### src/rtl/scd_pkg.sv
package scd_pkg;

    // Number of error sources merged onto the diagnostic line.
    localparam int unsigned NUM_ERR_SRC = 2;
    localparam int unsigned SRC_CONFLICT = 0;
    localparam int unsigned SRC_SYNC     = 1;

    // Record of stuff command kinds seen in the current minor frame.
    typedef struct packed {
        logic pos;
        logic neg;
    } stuff_rec_t;

    localparam stuff_rec_t REC_EMPTY = '{pos: 1'b0, neg: 1'b0};

    // Combine the stored record with the hits of the present cycle.
    function automatic stuff_rec_t rec_merge(input stuff_rec_t a, input stuff_rec_t b);
        stuff_rec_t r;
        r.pos = a.pos | b.pos;
        r.neg = a.neg | b.neg;
        return r;
    endfunction

    // A frame is in conflict when both command kinds were present.
    function automatic logic rec_conflict(input stuff_rec_t r);
        return r.pos & r.neg;
    endfunction

endpackage

### src/rtl/scd_frame_tracker.sv
module scd_frame_tracker
    import scd_pkg::*;
(
    input  logic clk,
    input  logic rst,
    input  logic frame_strobe,
    input  logic sync_ok,
    input  logic pos_hit,
    input  logic neg_hit,
    output logic conflict
);

    stuff_rec_t rec_q;
    stuff_rec_t cur_hits;
    stuff_rec_t closing;

    always_comb begin
        cur_hits.pos = pos_hit;
        cur_hits.neg = neg_hit;
        // Hits on the boundary cycle belong to the frame being closed.
        closing = rec_merge(rec_q, cur_hits);
    end

    always_ff @(posedge clk) begin
        if (rst) begin
            rec_q    <= REC_EMPTY;
            conflict <= 1'b0;
        end else if (frame_strobe) begin
            conflict <= sync_ok & rec_conflict(closing);
            rec_q    <= REC_EMPTY;
        end else if (!sync_ok) begin
            rec_q    <= REC_EMPTY;
        end else begin
            rec_q    <= closing;
        end
    end

endmodule

### src/rtl/scd_sync_check.sv
module scd_sync_check (
    input  logic clk,
    input  logic rst,
    input  logic dmx_sync,
    input  logic par_sync,
    output logic mismatch
);

    // Re-evaluated every cycle; no hold.
    always_ff @(posedge clk) begin
        if (rst) begin
            mismatch <= 1'b0;
        end else begin
            mismatch <= dmx_sync & ~par_sync;
        end
    end

endmodule

### src/rtl/scd_err_merge.sv
module scd_err_merge #(
    parameter int unsigned N_SRC = 2
) (
    input  logic [N_SRC-1:0] src_err,
    output logic [N_SRC-1:0] src_err_n,
    output logic             any_err_n
);

    for (genvar i = 0; i < N_SRC; i++) begin : g_inv
        assign src_err_n[i] = ~src_err[i];
    end

    assign any_err_n = ~(|src_err);

endmodule

### src/rtl/stuff_conflict_mon.sv
module stuff_conflict_mon
    import scd_pkg::*;
(
    input  logic clk,
    input  logic rst,
    input  logic frame_strobe,
    input  logic pos_hit,
    input  logic neg_hit,
    input  logic dmx_sync,
    input  logic par_sync,
    output logic err_n,
    output logic conflict_err_n,
    output logic sync_err_n
);

    logic                   conflict;
    logic                   mismatch;
    logic [NUM_ERR_SRC-1:0] err_vec;
    logic [NUM_ERR_SRC-1:0] err_vec_n;

    scd_frame_tracker u_track (
        .clk          (clk),
        .rst          (rst),
        .frame_strobe (frame_strobe),
        .sync_ok      (dmx_sync),
        .pos_hit      (pos_hit),
        .neg_hit      (neg_hit),
        .conflict     (conflict)
    );

    scd_sync_check u_sync (
        .clk      (clk),
        .rst      (rst),
        .dmx_sync (dmx_sync),
        .par_sync (par_sync),
        .mismatch (mismatch)
    );

    always_comb begin
        err_vec               = '0;
        err_vec[SRC_CONFLICT] = conflict;
        err_vec[SRC_SYNC]     = mismatch;
    end

    scd_err_merge #(.N_SRC(NUM_ERR_SRC)) u_merge (
        .src_err   (err_vec),
        .src_err_n (err_vec_n),
        .any_err_n (err_n)
    );

    assign conflict_err_n = err_vec_n[SRC_CONFLICT];
    assign sync_err_n     = err_vec_n[SRC_SYNC];

endmodule

### config.mk
export PLATFORM = sky130hd
export DESIGN_NAME = stuff_conflict_mon
export DESIGN_NICKNAME = d
export VERILOG_FILES = /design/src/rtl/scd_pkg.sv /design/src/rtl/scd_frame_tracker.sv /design/src/rtl/scd_sync_check.sv /design/src/rtl/scd_err_merge.sv /design/src/rtl/stuff_conflict_mon.sv
export SDC_FILE = /design/constraint.sdc
export NUM_CORES = 1
export LEC_CHECK = 0
export BUFFER_PORTS_ARGS = -buffer_cell sky130_fd_sc_hd__buf_2
export CORE_AREA = 2 2 39 41
export CTS_CLUSTER_SIZE = 14
export DETAILED_ROUTE_END_ITERATION = 10
export DIE_AREA = 0 0 41 43
export PLACE_DENSITY_LB_ADDON = 0.12
export SLEW_MARGIN = 20
export SYNTH_ARGS = -nofsm -noshare
export SYNTH_HDL_FRONTEND = slang
export SYNTH_HIERARCHICAL = 1
export SYNTH_SLANG_ARGS = --single-unit
### constraint.sdc
create_clock -name clk -period 0.9 [get_ports clk]
set_input_delay 0.135 -clock clk [delete_from_list [all_inputs] [get_ports clk]]
set_output_delay 0.135 -clock clk [all_outputs]
set_load 0.05 [all_outputs]
==> summary.txt <==
Status
  – Status: complete, but fails checks
  – Failing checks: setup timing

Worst setup path
  – Crit Path Class: flip-flop to primary output
  – Startpoint types: flip-flop
  – Crit-path max FO: 3
  – Critical path required time: 760 ps
  – CP Capture Type: primary output
  – Crit path DAT: 820 ps

Detailed routing
  – Vias: 144
  – Final antenna-violating net count: 0
  – Metal3 WL: 36 um
  – Pre-Repair DR Iteration Count: 4
  – Wirelength per Cell: 7.52 um
  – DRT Wirelength: 331 um
  – M1 WL: 151 um
  – Routed wl met2: 143 um
  – Highest routed layer: met3
  – Starting DRT DRC Count: 1
  – Post-route DRC: 0
  – Vias per cell: 3.27

Synthesis
  – Syn_area_per_cell: 9.31 sq um
  – Mapped Area: 149 sq um
  – Yosys top cell by area: dfxtp_1
  – Yosys cell types: 7
  – Most numerous cell in the Yosys netlist: nor2_1
  – Syn nets: 23
  – Most frequent cells after synthesis: nor2_1, dfxtp_1, inv_1, or3b_1
  – #FFs+latches synth: 4
  – Top_reg_cell synth: dfxtp_1
  – Post-Synthesis Cells: 16
  – Share of the synthesized area in the top cell type: 53.8%
  – Sequential share of the synthesized area: 53.8%
  – Synthesis warning total: 6
  – Number of flops mapped to enable cells by yosys: 0
  – Asr flop ratio synth: 0%
  – Top cells by area, synth: dfxtp_1, nor2_1, or3b_1

GRT
  – First-pass GRT wire length: 558 um
  – Largest net degree at the start of global routing: 5
  – Initial antenna violation count: 0
  – Vias in the first global route: 158
  – Grt total ovfl: 0
  – Total track usage: 5.92%

Power
  – Static leakage: 0.115 nW
  – Clk pwr share: 45.8%
  – Sequential power share: 39.5%
  – Pint: 0.365 mW
  – Total power: 0.478 mW
  – Max IR drop VDD: 283 uV
  – Sw Pwr: 0.113 mW
  – Sw Ratio: 23.7%
  – Pwr per Cell Area: 1780 nW/um^2
  – Power share of the combinational group: 14.7%

Floorplan
  – Die ar.: 1760 sq um
  – # IOs: 10
  – Die Ht: 43 um
  – Core Box Area: 1380 sq um
  – Rows: 14
  – Initial Util: 10.8%
  – Die width: 41 um

STA
  – Clk_skew: 5.07 ps
  – Final setup margin: -54.0 ps
  – Slew HR: 83.7%
  – Min Tclk post-route: 954 ps
  – Crit share post-route: 106%
  – Max Fclk: 1.05 GHz
  – Slew @ Worst Pin: 242 ps
  – Final TNS setup: -55.7 ps
  – Final setup vio count: 2
  – RSZ-0062 raised after global routing: yes
  – Max Slew Vio Count: 0
  – Final-report hold violation count: 0
  – Hold_ws: 62.7 ps

Finish
  – Seq. cell area: 82.6 sq um
  – Multi-input combinational cell area: 68.8 sq um
  – Synth-to-Final Area Change: 80.7%
  – Final instance area: 269 sq um
  – Final Non-Filler Cells: 44
  – Nets@finish: 37
  – N_diodes: 0
  – FILL cells: 159
  – Share of layout cells above drive strength 1: 64.3%
  – Post-layout utilization of the core: 19.4%

CTS
  – Worst-Skew Late Latency: 230 ps
  – Inserted Clock Buffers: 3
  – # clock sinks: 4
  – Worst-path clk slew: 30 ps
  – CTS max path bufs: 2
  – TritonCTS clock tree: done
  – Hold-fix buffers, CTS: 0
  – CTS root buffer: clkbuf_4
  – H-tree depth: 1

Hold path
  – Min-Delay Path Class: input port to flip-flop

Placement
  – Cell Area, Placed: 216 sq um
  – Post-Place Cells: 41
  – Pre-CTS WS: 44.7 ps
  – Port bufs: 9
  – Routability congestion estimate: 0.621

Job
  – Max Cap Viol: 0
## worst max-delay path: stages, from the launching register on
cell and delay, ps:
dfxtp_2 330, nor2_4 110, buf_8 150
## cell type report
| type | instances | area share, % |
|---|---|---|
| Timing Repair Buffer | 9 | 25.1 |
| Sequential cell | 4 | 30.7 |
| Tap cell | 16 | 7.44 |
| Clock buffer | 3 | 8.37 |
| Multi-Input combinational cell | 10 | 25.6 |
| Inverter | 2 | 2.79 |
## metal layers
layer	global-route usage, %	vias to the layer above
li1	-	77
met1	6.11	59
met2	5.00	8
met3	3.14	0
met4	12.0	0
met5	0	-
## state kept, by name, indices dropped and copies added, names as in the netlist
name / cells
u_track/conflict: 1
u_sync/mismatch: 1
u_track/rec_q: 2
## power groups by stage
stage	clock [mW]	combinational [mW]	sequential [mW]
after global placement	0	0.0590	0.189
after detailed placement	0	0.0588	0.189
after CTS	0.232	0.0674	0.187
after floorplan	0	0.0347	0.189
after global routing	0.242	0.0771	0.190
final	0.219	0.0701	0.189
## repair_timing
action | 4_1_cts | 5_1_grt
endpoints found under the hold margin | 0 | 0
pin swaps | 1 | 1
gates resized for setup | 8 | 4
setup buffers | 0 | 0
setup endpoints to repair | 3 | 3
## cells in the final DEF (no fill, tap or decap), drive strengths merged
cell type  netlist  final
nand2            1      1
nor3b            1      1
o41ai            1      1
buf              0      9
inv              2      2
dfxtp            4      4
clkbuf           0      3
or3b             2      2
nor2             5      5
## cells by family after synthesis
| logic type | count (synthesis) | share of synthesized area (%) |
|---|---|---|
| AND/OR/NAND/NOR | 9 | 35.3 |
| flip-flops | 4 | 53.8 |
| buffers and inverters | 2 | 5.04 |
| AO/OA/AOI/OAI | 1 | 5.88 |
## worst paths after layout
check / startpoint / to / slack [ps] / cells after the start
setup / recovery: u_track/conflict / err_n / -50 / 2
hold / removal: par_sync / u_sync/mismatch / 60 / 2
setup reg to reg: u_track/conflict / u_track/conflict / 30 / 2
hold reg to reg: u_track/rec_q[1] / u_track/rec_q[1] / 460 / 2
(Power assumes the default switching activity.)
